## config.mk

```make
export PLATFORM = sky130hd
export DESIGN_NAME = rb_digit_mult
export DESIGN_NICKNAME = d
export VERILOG_FILES = /design/src/rtl/rb_mult_pkg.sv /design/src/rtl/rb_delay.sv /design/src/rtl/rb_digit_feed.sv /design/src/rtl/rb_pp_unit.sv /design/src/rtl/rb_accum.sv /design/src/rtl/rb_digit_mult.sv
export SDC_FILE = /design/constraint.sdc
export NUM_CORES = 1
export LEC_CHECK = 0
export BUFFER_PORTS_ARGS = -buffer_cell sky130_fd_sc_hd__buf_2
export CAP_MARGIN = 0
export CORE_MARGIN = 2
export CORE_UTILIZATION = 40
export DETAILED_ROUTE_END_ITERATION = 10
export PLACE_DENSITY = 0.57
export SYNTH_ARGS = -nofsm -noshare
export SYNTH_HDL_FRONTEND = slang
export SYNTH_SLANG_ARGS = --single-unit
```

## constraint.sdc

```tcl
create_clock -name clk -period 1.72 [get_ports clk]
set_input_delay 0.258 -clock clk [delete_from_list [all_inputs] [get_ports clk]]
set_output_delay 0.258 -clock clk [all_outputs]
set_load 0.05 [all_outputs]
```

## src/rtl/rb_mult_pkg.sv

```systemverilog
package rb_mult_pkg;

  // Number of D-bit digits needed to cover N operand bits.
  function automatic int digit_count(input int n, input int d);
    return (n + d - 1) / d;
  endfunction

  // Counter width able to hold 0..v-1, never below one bit.
  function automatic int count_width(input int v);
    return (v <= 2) ? 1 : $clog2(v);
  endfunction

  // Source index for bit j of a vector rotated left by k positions, modulo n.
  function automatic int rot_src(input int j, input int k, input int n);
    return ((j - (k % n)) % n + n) % n;
  endfunction

endpackage

```

## src/rtl/rb_delay.sv

```systemverilog
module rb_delay #(
  parameter int W     = 1,
  parameter int DEPTH = 1
) (
  input  logic         clk,
  input  logic         rst,
  input  logic [W-1:0] din,
  output logic [W-1:0] dout
);

  logic [W-1:0] sr [DEPTH];

  always_ff @(posedge clk) begin
    if (rst) begin
      for (int k = 0; k < DEPTH; k++) sr[k] <= '0;
    end else begin
      sr[0] <= din;
      for (int k = 1; k < DEPTH; k++) sr[k] <= sr[k-1];
    end
  end

  assign dout = sr[DEPTH-1];

endmodule

```

## src/rtl/rb_digit_feed.sv

```systemverilog
module rb_digit_feed
  import rb_mult_pkg::*;
#(
  parameter int N = 11,
  parameter int D = 3
) (
  input  logic         clk,
  input  logic         rst,
  input  logic         start_i,
  input  logic [N-1:0] a_i,
  input  logic [N-1:0] b_i,
  output logic         vld_o,
  output logic         first_o,
  output logic         last_o,
  output logic [D-1:0] dig_o,
  output logic [N-1:0] b_o
);

  localparam int S  = digit_count(N, D);
  localparam int SD = S * D;
  localparam int CW = count_width(S);
  localparam logic [CW-1:0] LAST_IDX = CW'(S - 1);

  logic          busy;
  logic [CW-1:0] dcnt;
  logic [SD-1:0] a_sh;
  logic [N-1:0]  b_rot;
  logic [N-1:0]  b_nxt;
  logic          accept;
  logic          take;

  // Advancing to the next digit's B group is a fixed rotation by D: wiring only.
  for (genvar j = 0; j < N; j++) begin : g_rot
    assign b_nxt[j] = b_rot[rot_src(j, D, N)];
  end

  assign accept = !busy || (dcnt == LAST_IDX);
  assign take   = start_i && accept;

  always_ff @(posedge clk) begin
    if (rst) begin
      busy  <= 1'b0;
      dcnt  <= '0;
      a_sh  <= '0;
      b_rot <= '0;
    end else if (take) begin
      busy  <= 1'b1;
      dcnt  <= '0;
      a_sh  <= SD'(a_i);
      b_rot <= b_i;
    end else if (busy) begin
      a_sh  <= a_sh >> D;
      b_rot <= b_nxt;
      dcnt  <= dcnt + 1'b1;
      if (dcnt == LAST_IDX) busy <= 1'b0;
    end
  end

  assign vld_o   = busy;
  assign first_o = busy && (dcnt == '0);
  assign last_o  = busy && (dcnt == LAST_IDX);
  assign dig_o   = a_sh[D-1:0];
  assign b_o     = b_rot;

endmodule

```

## src/rtl/rb_pp_unit.sv

```systemverilog
module rb_pp_unit
  import rb_mult_pkg::*;
#(
  parameter int N = 11,
  parameter int T = 0
) (
  input  logic         clk,
  input  logic         rst,
  input  logic         abit_i,
  input  logic [N-1:0] b_i,
  input  logic [N-1:0] sum_i,
  output logic [N-1:0] sum_o
);

  logic [N-1:0] term;

  // Rotation of the digit's B group by T is wiring; one AND per bit.
  for (genvar j = 0; j < N; j++) begin : g_and
    assign term[j] = abit_i & b_i[rot_src(j, T, N)];
  end

  always_ff @(posedge clk) begin
    if (rst) sum_o <= '0;
    else     sum_o <= sum_i ^ term;
  end

endmodule

```

## src/rtl/rb_accum.sv

```systemverilog
module rb_accum #(
  parameter int N = 11
) (
  input  logic         clk,
  input  logic         rst,
  input  logic         vld_i,
  input  logic         first_i,
  input  logic         last_i,
  input  logic [N-1:0] pp_i,
  output logic [N-1:0] prod_o,
  output logic         done_o
);

  always_ff @(posedge clk) begin
    if (rst) begin
      prod_o <= '0;
      done_o <= 1'b0;
    end else begin
      done_o <= vld_i && last_i;
      if (vld_i) prod_o <= first_i ? pp_i : (prod_o ^ pp_i);
    end
  end

endmodule

```

## src/rtl/rb_digit_mult.sv

```systemverilog
module rb_digit_mult #(
  parameter int N = 11,
  parameter int D = 3
) (
  input  logic         clk,
  input  logic         rst,
  input  logic         start_i,
  input  logic [N-1:0] a_i,
  input  logic [N-1:0] b_i,
  output logic [N-1:0] prod_o,
  output logic         done_o
);

  logic         f_vld, f_first, f_last;
  logic [D-1:0] f_dig;
  logic [N-1:0] f_b;

  logic [D-1:0][N-1:0] b_stg;
  logic [D-1:0][N-1:0] sum_stg;
  logic [D-1:0]        abit_stg;
  logic [2:0]          flg;

  rb_digit_feed #(.N(N), .D(D)) u_feed (
    .clk     (clk),
    .rst     (rst),
    .start_i (start_i),
    .a_i     (a_i),
    .b_i     (b_i),
    .vld_o   (f_vld),
    .first_o (f_first),
    .last_o  (f_last),
    .dig_o   (f_dig),
    .b_o     (f_b)
  );

  for (genvar t = 0; t < D; t++) begin : g_row
    if (t == 0) begin : g_head
      assign b_stg[0]    = f_b;
      assign abit_stg[0] = f_dig[0];
      rb_pp_unit #(.N(N), .T(0)) u_pp (
        .clk    (clk),
        .rst    (rst),
        .abit_i (abit_stg[0]),
        .b_i    (b_stg[0]),
        .sum_i  ({N{1'b0}}),
        .sum_o  (sum_stg[0])
      );
    end else begin : g_body
      // Cut-set register on the B copy between neighbouring units.
      rb_delay #(.W(N), .DEPTH(1)) u_bdly (
        .clk  (clk),
        .rst  (rst),
        .din  (b_stg[t-1]),
        .dout (b_stg[t])
      );
      // Digit bit t enters t cycles late to meet the partial sum.
      rb_delay #(.W(1), .DEPTH(t)) u_adly (
        .clk  (clk),
        .rst  (rst),
        .din  (f_dig[t]),
        .dout (abit_stg[t])
      );
      rb_pp_unit #(.N(N), .T(t)) u_pp (
        .clk    (clk),
        .rst    (rst),
        .abit_i (abit_stg[t]),
        .b_i    (b_stg[t]),
        .sum_i  (sum_stg[t-1]),
        .sum_o  (sum_stg[t])
      );
    end
  end

  rb_delay #(.W(3), .DEPTH(D)) u_fdly (
    .clk  (clk),
    .rst  (rst),
    .din  ({f_vld, f_first, f_last}),
    .dout (flg)
  );

  rb_accum #(.N(N)) u_acc (
    .clk     (clk),
    .rst     (rst),
    .vld_i   (flg[2]),
    .first_i (flg[1]),
    .last_i  (flg[0]),
    .pp_i    (sum_stg[D-1]),
    .prod_o  (prod_o),
    .done_o  (done_o)
  );

endmodule

```

==> impl_metrics.json, run 1 <==
{
  "rsz0062_at_grt": "false",
  "cts.repair.resized": 0,
  "cp_data_required_time_ps": 1990,
  "clk_latency_ps": 360,
  "netlist_area_um2": 3810,
  "path_clk_slew_ps": 100,
  "grtUsageTotal": 0.122,
  "cellPowerDensity_nw_per_um2": 1010,
  "finalHoldViolations": 0,
  "holdPathStages": 3,
  "die_w_um": 102,
  "cts-root-buf": "clkbuf_8",
  "cts_made_buffers": 9,
  "ff2ff_setup_slack_ps": 350,
  "synth_top_family_by_area": "simple AND/OR/NAND/NOR gates",
  "maxSlewHeadroom": 0.562,
  "grt_pass1_wl_um": 10000,
  "yosysUniqueCellTypes": 31,
  "drt_iter0_drc": 64,
  "antenna_found_initial": 0,
  "synth.net_count": 394,
  "outcome": "finished clean",
  "vias": 2320,
  "nFillCells": 894,
  "worstPathCellList": "ha_1, nand2b_4, buf_4, a221oi_1",
  "tightest_slew_ps": 656,
  "slew_viol_final": 0,
  "start_util": 0.413,
  "cts_setup_buffers": 0,
  "die_h_um": 102,
  "crit_path_top_delay_cell": "dfxtp_1",
  "clockBufferDepth": 2,
  "vias_per_cell": 4.41,
  "rows": 35,
  "dp_hpwl_um": 3810,
  "area_growth_pct": 11.1,
  "min_period_over_period": 0.794,
  "synthAdderAreaFrac": 0.00656,
  "setup_viol": 0,
  "ir_drop_v": 0.000484,
  "synth-compound-area-share": 0.106,
  "cts_num_sinks": 104,
  "first_pass_iters": 4,
  "min_path_type": "in -> reg",
  "ys_ff_latch": 104,
  "cp-start-kind": "flip-flop",
  "cts_hold_buffers": 0,
  "fmax_mhz": 732,
  "ys_warn_count": 0,
  "gr-total-overflow": 0,
  "avgSynthCellArea_um2": 10.4,
  "drc_errors": 0,
  "synth-seq-area-share": 0.546,
  "cts_tree": "done",
  "grt_pass1_vias": 2179,
  "drv_cap": 0,
  "io_buffers": 36,
  "htree_levels": 3,
  "layout.nets": 419,
  "period_minus_slack_ps": 1370,
  "p_leak_nw": 1.63,
  "end_kind": "flip-flop",
  "worstPathArrival_ps": 1630,
  "reg2reg_depth": 4,
  "ant_nets": 0,
  "drive_above_1_share": 0.176,
  "synth.mux.area_fraction": 0.0554,
  "wl_um": 5770,
  "ioPinCount": 37,
  "diodes": 0,
  "post_drt_wl_per_cell_um": 11.0,
  "whs_ps": 154,
  "grt_max_degree": 55,
  "skew_ps": 12.3,
  "dieArea_um2": 10300,
  "netlist_instances": 367,
  "gp_congestion": 0.714,
  "core-area_um2": 9240,
  "cp_max_fo": 14,
  "synthXorXnorAreaFrac": 0.0528,
  "synth_simple_gate_area_frac": 0.189,
  "path_class": "reg -> reg",
  "slowest_delay_ps": 350,
  "tns_ps": 0
}
==> worst paths after layout <==
check / start / to
worst max-delay path: u_feed.dcnt[0] / u_feed.b_o[10]
worst min-delay path: a_i[8] / u_feed.a_sh[8]
worst max register to register: u_feed.dcnt[0] / u_feed.b_o[10]
worst min register to register: u_fdly.sr[0][2] / u_fdly.sr[0][5]
==> stage by stage <==
| step | cells | setup slack, ps | utilization | power [mW] | instance area [um2] |
|---|---|---|---|---|---|
| 3_3_place_gp | 510 | 394 | 0.438 | 2.91 | 4050 |
| 4_1_cts | 526 | 332 | 0.458 | 4.34 | 4240 |
| 3_5_place_dp | 510 | 354 | 0.438 | 2.92 | 4050 |
| 2_1_floorplan | 367 | 361 | - | 2.85 | 3810 |
| 6_report | 526 | 354 | 0.458 | 4.27 | 4240 |
| 5_1_grt | 526 | 231 | 0.458 | 4.48 | 4240 |
==> layout by cell type, fill, tap and decap left out, drive strengths merged, types with 14 or more instances in the layout <==
cell | netlist | layout
buf | 13 | 41
a221oi | 19 | 19
dfxtp | 104 | 104
xor2 | 22 | 22
nand2 | 23 | 23
nor2b | 32 | 32
mux2i | 20 | 20
and2 | 14 | 14
nor2 | 55 | 55
==> layer usage <==
metal  wire length (um)  vias up  global-route usage
met2               2590       45               0.195
met3                276        4              0.0476
met5                  0        -                   0
met1               2860     1004               0.156
met4                 37        0              0.0312
li1                   -     1267                   -
==> kinds of logic (layout without fill, tap and decap cells) <==
group,count (synthesis),after routing
simple gates,142,142
flops,104,104
compound gates,45,45
buf+inv,30,60
xor+xnor,23,23
mux,21,21
fa+ha+maj,2,2
==> cell usage after synthesis (all sizes together) <==
library cell | number | area, um2
clkbuf | 14 | 52.6
and2b | 1 | 7.51
o21ai | 11 | 55.1
a221oi | 19 | 229
a32oi | 10 | 87.6
nand2 | 23 | 103
xor2 | 22 | 193
and3b | 1 | 8.76
mux2i | 20 | 200
mux2 | 1 | 11.3
xnor2 | 1 | 8.76
buf | 13 | 106
a31oi | 3 | 18.8
nor3b | 3 | 22.5
a22oi | 1 | 7.51
a21oi | 1 | 5.00
nor2b | 32 | 200
inv | 3 | 11.3
dfxtp | 104 | 2080
and2 | 14 | 87.6
nor3 | 2 | 10.0
nand2b | 11 | 76.3
ha | 2 | 25.0
nor2 | 55 | 206
==> report_power, final <==
part / internal (mW) / switching [mW]
logic: 0.141 / 0.154
registers: 2.50 / 0.0624
clock network: 0.586 / 0.825
total: 3.22 / 1.04
==> worst max-delay path, delay by kind of cell, from the launching register on <==
| kind | cells | cell delay [ps] |
|---|---|---|
| fa+ha+maj | 1 | 210 |
| compound gates | 1 | 260 |
| simple gates | 1 | 220 |
| buf+inv | 1 | 230 |
| flops | 1 | 350 |
==> sequential cells by signal, summed over array words and instances (netlist names), 3 cells and up <==
signal	flops
u_fdly.sr	9
u_feed.a_sh	11
u_acc.prod_o	11
g_row.g_body.u_pp.sum_o	22
g_row.g_head.u_pp.sum_o	11
u_feed.b_o	11
g_row.g_body.u_adly.sr	3
g_row.g_body.u_bdly.sr	22
==> layout make-up <==
type,instances,area [um2],area share
flip-flops and latches,104,2080,0.491
multi-input cells,233,1560,0.369
repair buffers,41,230,0.0543
well taps,129,161,0.0381
clock buffers,10,138,0.0325
clock inverters,6,51.3,0.0121
inverters,3,11.3,0.00266
No activity file was read; power rests on OpenSTA's default activity.
==> run 2: changes to the inputs <==
--- a/config.mk
+++ b/config.mk
@@ -10,7 +10,7 @@
 export CORE_MARGIN = 2
 export CORE_UTILIZATION = 40
 export DETAILED_ROUTE_END_ITERATION = 10
-export PLACE_DENSITY = 0.57
+export PLACE_DENSITY = 0.59
 export SYNTH_ARGS = -nofsm -noshare
 export SYNTH_HDL_FRONTEND = slang
 export SYNTH_SLANG_ARGS = --single-unit
==> constraint.sdc (replaced) <==
create_clock -name clk -period 1.25 [get_ports clk]
set_input_delay 0.1875 -clock clk [delete_from_list [all_inputs] [get_ports clk]]
set_output_delay 0.1875 -clock clk [all_outputs]
set_load 0.05 [all_outputs]
==> impl_metrics.json, run 2 (synthesis gave the netlist of run 1 again) <==
{
  "gr-total-overflow": 0,
  "place_area_um2": 4120,
  "cts_num_sinks": 104,
  "hold_start": "a_i[9]",
  "end_kind": "flip-flop",
  "cts_hold_buffers": 0,
  "drc_errors": 0,
  "setup_viol": 0,
  "cp_data_required_time_ps": 1490,
  "reg.largest.list": "g_row.g_body.u_bdly.sr x22, g_row.g_body.u_pp.sum_o x22",
  "path_class": "reg -> reg",
  "wl_um": 6270,
  "grt_pass1_wl_um": 10600,
  "layout_common_cells": "dfxtp_1 (98), nor2_1 (55), buf_2 (36), nor2b_1 (32)",
  "cts-root-buf": "clkbuf_8",
  "first_pass_iters": 4,
  "post_drt_wl_per_cell_um": 11.7,
  "die_w_um": 102,
  "min_period_over_period": 0.995,
  "fmax_mhz": 804,
  "seqCellArea_um2": 2090,
  "tightest_slew_ps": 574,
  "area_growth_pct": 18.4,
  "clockBufferDepth": 2,
  "start_util": 0.413,
  "slowest_delay_ps": 350,
  "antenna_found_initial": 0,
  "skew_ps": 10.8,
  "min_path_type": "in -> reg",
  "outcome": "finished clean",
  "gp_congestion": 0.735,
  "rsz0062_at_grt": "true",
  "ir_drop_v": 0.000607,
  "drv_cap": 0,
  "worstPathCellList": "ha_4, nand2b_4, buf_12, a31oi_4, nor2_1",
  "htree_levels": 3,
  "dp_hpwl_um": 3950,
  "drive_above_1_share": 0.240,
  "holdPathStages": 3,
  "clk_latency_ps": 350,
  "cp_max_fo": 8,
  "path_clk_slew_ps": 90,
  "finish.instance_area_um2": 4520,
  "ff2ff_setup_slack_ps": 6,
  "grt_pass1_vias": 2265,
  "finalHoldViolations": 0,
  "layout.nets": 431,
  "grtUsageTotal": 0.131,
  "cts_made_buffers": 9,
  "cellPowerDensity_nw_per_um2": 1360,
  "ioPinCount": 37,
  "rr_startpoint": "u_feed.dcnt[1]",
  "ant_nets": 0,
  "vias": 2454,
  "holdPathEnd": "u_feed.a_sh[9]",
  "p_leak_nw": 1.73,
  "reg2reg_depth": 5,
  "grt_max_degree": 45,
  "vias_per_cell": 4.56,
  "multi_input_area_um2": 1700,
  "core-area_um2": 9240,
  "drt_iter0_drc": 74,
  "worstPathArrival_ps": 1490,
  "io_buffers": 36,
  "slew_viol_final": 0,
  "whs_ps": 85.7,
  "rows": 35,
  "cts_tree": "done",
  "reg2reg_to": "u_feed.a_sh[10]",
  "crit_path_top_delay_cell": "dfxtp_2",
  "period_minus_slack_ps": 1240,
  "cp-start-kind": "flip-flop",
  "final_common_cell": "dfxtp_1",
  "nFillCells": 878,
  "maxSlewHeadroom": 0.617,
  "die_h_um": 102,
  "dieArea_um2": 10300,
  "diodes": 0
}
run 2: changes by cell type in the layout (fill, tap and decap cells not counted), moves of 2 or more:
| cell | change |
|---|---|
| a221oi_1 | -8 |
| a221oi_2 | +8 |
| dfxtp_1 | -6 |
| dfxtp_2 | +6 |
| buf_4 | +5 |
| a31oi_1 | -2 |
| a31oi_4 | +2 |
| buf_12 | +2 |
| clkinvlp_4 | -2 |
run 2: what timing repair did:
action,4_1_cts,5_1_grt
gates cloned,2,2
pin swaps,8,12
resized for setup,11,11
setup buffers,2,0
endpoints found under the setup margin,22,35
run 2: layout make-up:
type / instances / area share
repair buffers: 50 / 0.0768
multi-input cells: 236 / 0.377
clock inverters: 4 / 0.0114
inverters: 3 / 0.00249
well taps: 129 / 0.0357
clock buffers: 12 / 0.0344
flip-flops and latches: 104 / 0.463
run 2: through the flow:
| step | TNS, ps | cells | total power, mW | utilization | setup WS [ps] |
|---|---|---|---|---|---|
| 4_1_cts | -171 | 536 | 6.19 | 0.480 | -31.9 |
| 3_5_place_dp | -126 | 516 | 4.05 | 0.446 | -23.2 |
| 5_1_grt | -394 | 538 | 6.42 | 0.489 | -61.1 |
| 2_1_floorplan | 0 | 367 | 3.92 | - | 6.32 |
| 6_report | 0 | 538 | 6.15 | 0.489 | 5.72 |
| 3_3_place_gp | 0 | 516 | 4.04 | 0.446 | 31.9 |
run 2: power by group:
part | internal (mW) | switching [mW]
sequential | 3.44 | 0.0926
clock | 1.04 | 1.06
combinational | 0.257 | 0.261
total | 4.73 | 1.41
run 2: worst max path at each step:
| stage | cells past startpoint | from | end | slack (ps) |
|---|---|---|---|---|
| after global placement | 3 | u_fdly.sr[0][8] | u_acc.prod_o[7] | 30 |
| after floorplan | 5 | u_feed.dcnt[0] | u_feed.b_o[1] | 6 |
| after detailed placement | 3 | u_fdly.sr[0][8] | u_acc.prod_o[4] | -20 |
| final | 5 | u_feed.dcnt[1] | u_feed.a_sh[10] | 6 |
| after global routing | 4 | u_feed.dcnt[1] | u_feed.b_o[9] | -60 |
| after CTS | 5 | u_feed.dcnt[1] | u_feed.a_sh[10] | -30 |
run 2: critical path: cells and delay by family, from the launching register on:
family	cells	cell delay, ps
AOI/OAI and AO/OA	1	150
adders and majority gates	1	170
buffers and inverters	1	190
DFF	1	350
and+or+nand+nor	2	290
run 2: metal layers:
metal / track usage / wire, um / up-vias / part of all wire
met5: 0 / 0 / - / 0
met4: 0.0426 / 65 / 0 / 0.010
met3: 0.0442 / 263 / 6 / 0.042
met2: 0.205 / 2860 / 45 / 0.46
met1: 0.169 / 3090 / 1107 / 0.49
li1: - / - / 1296 / -
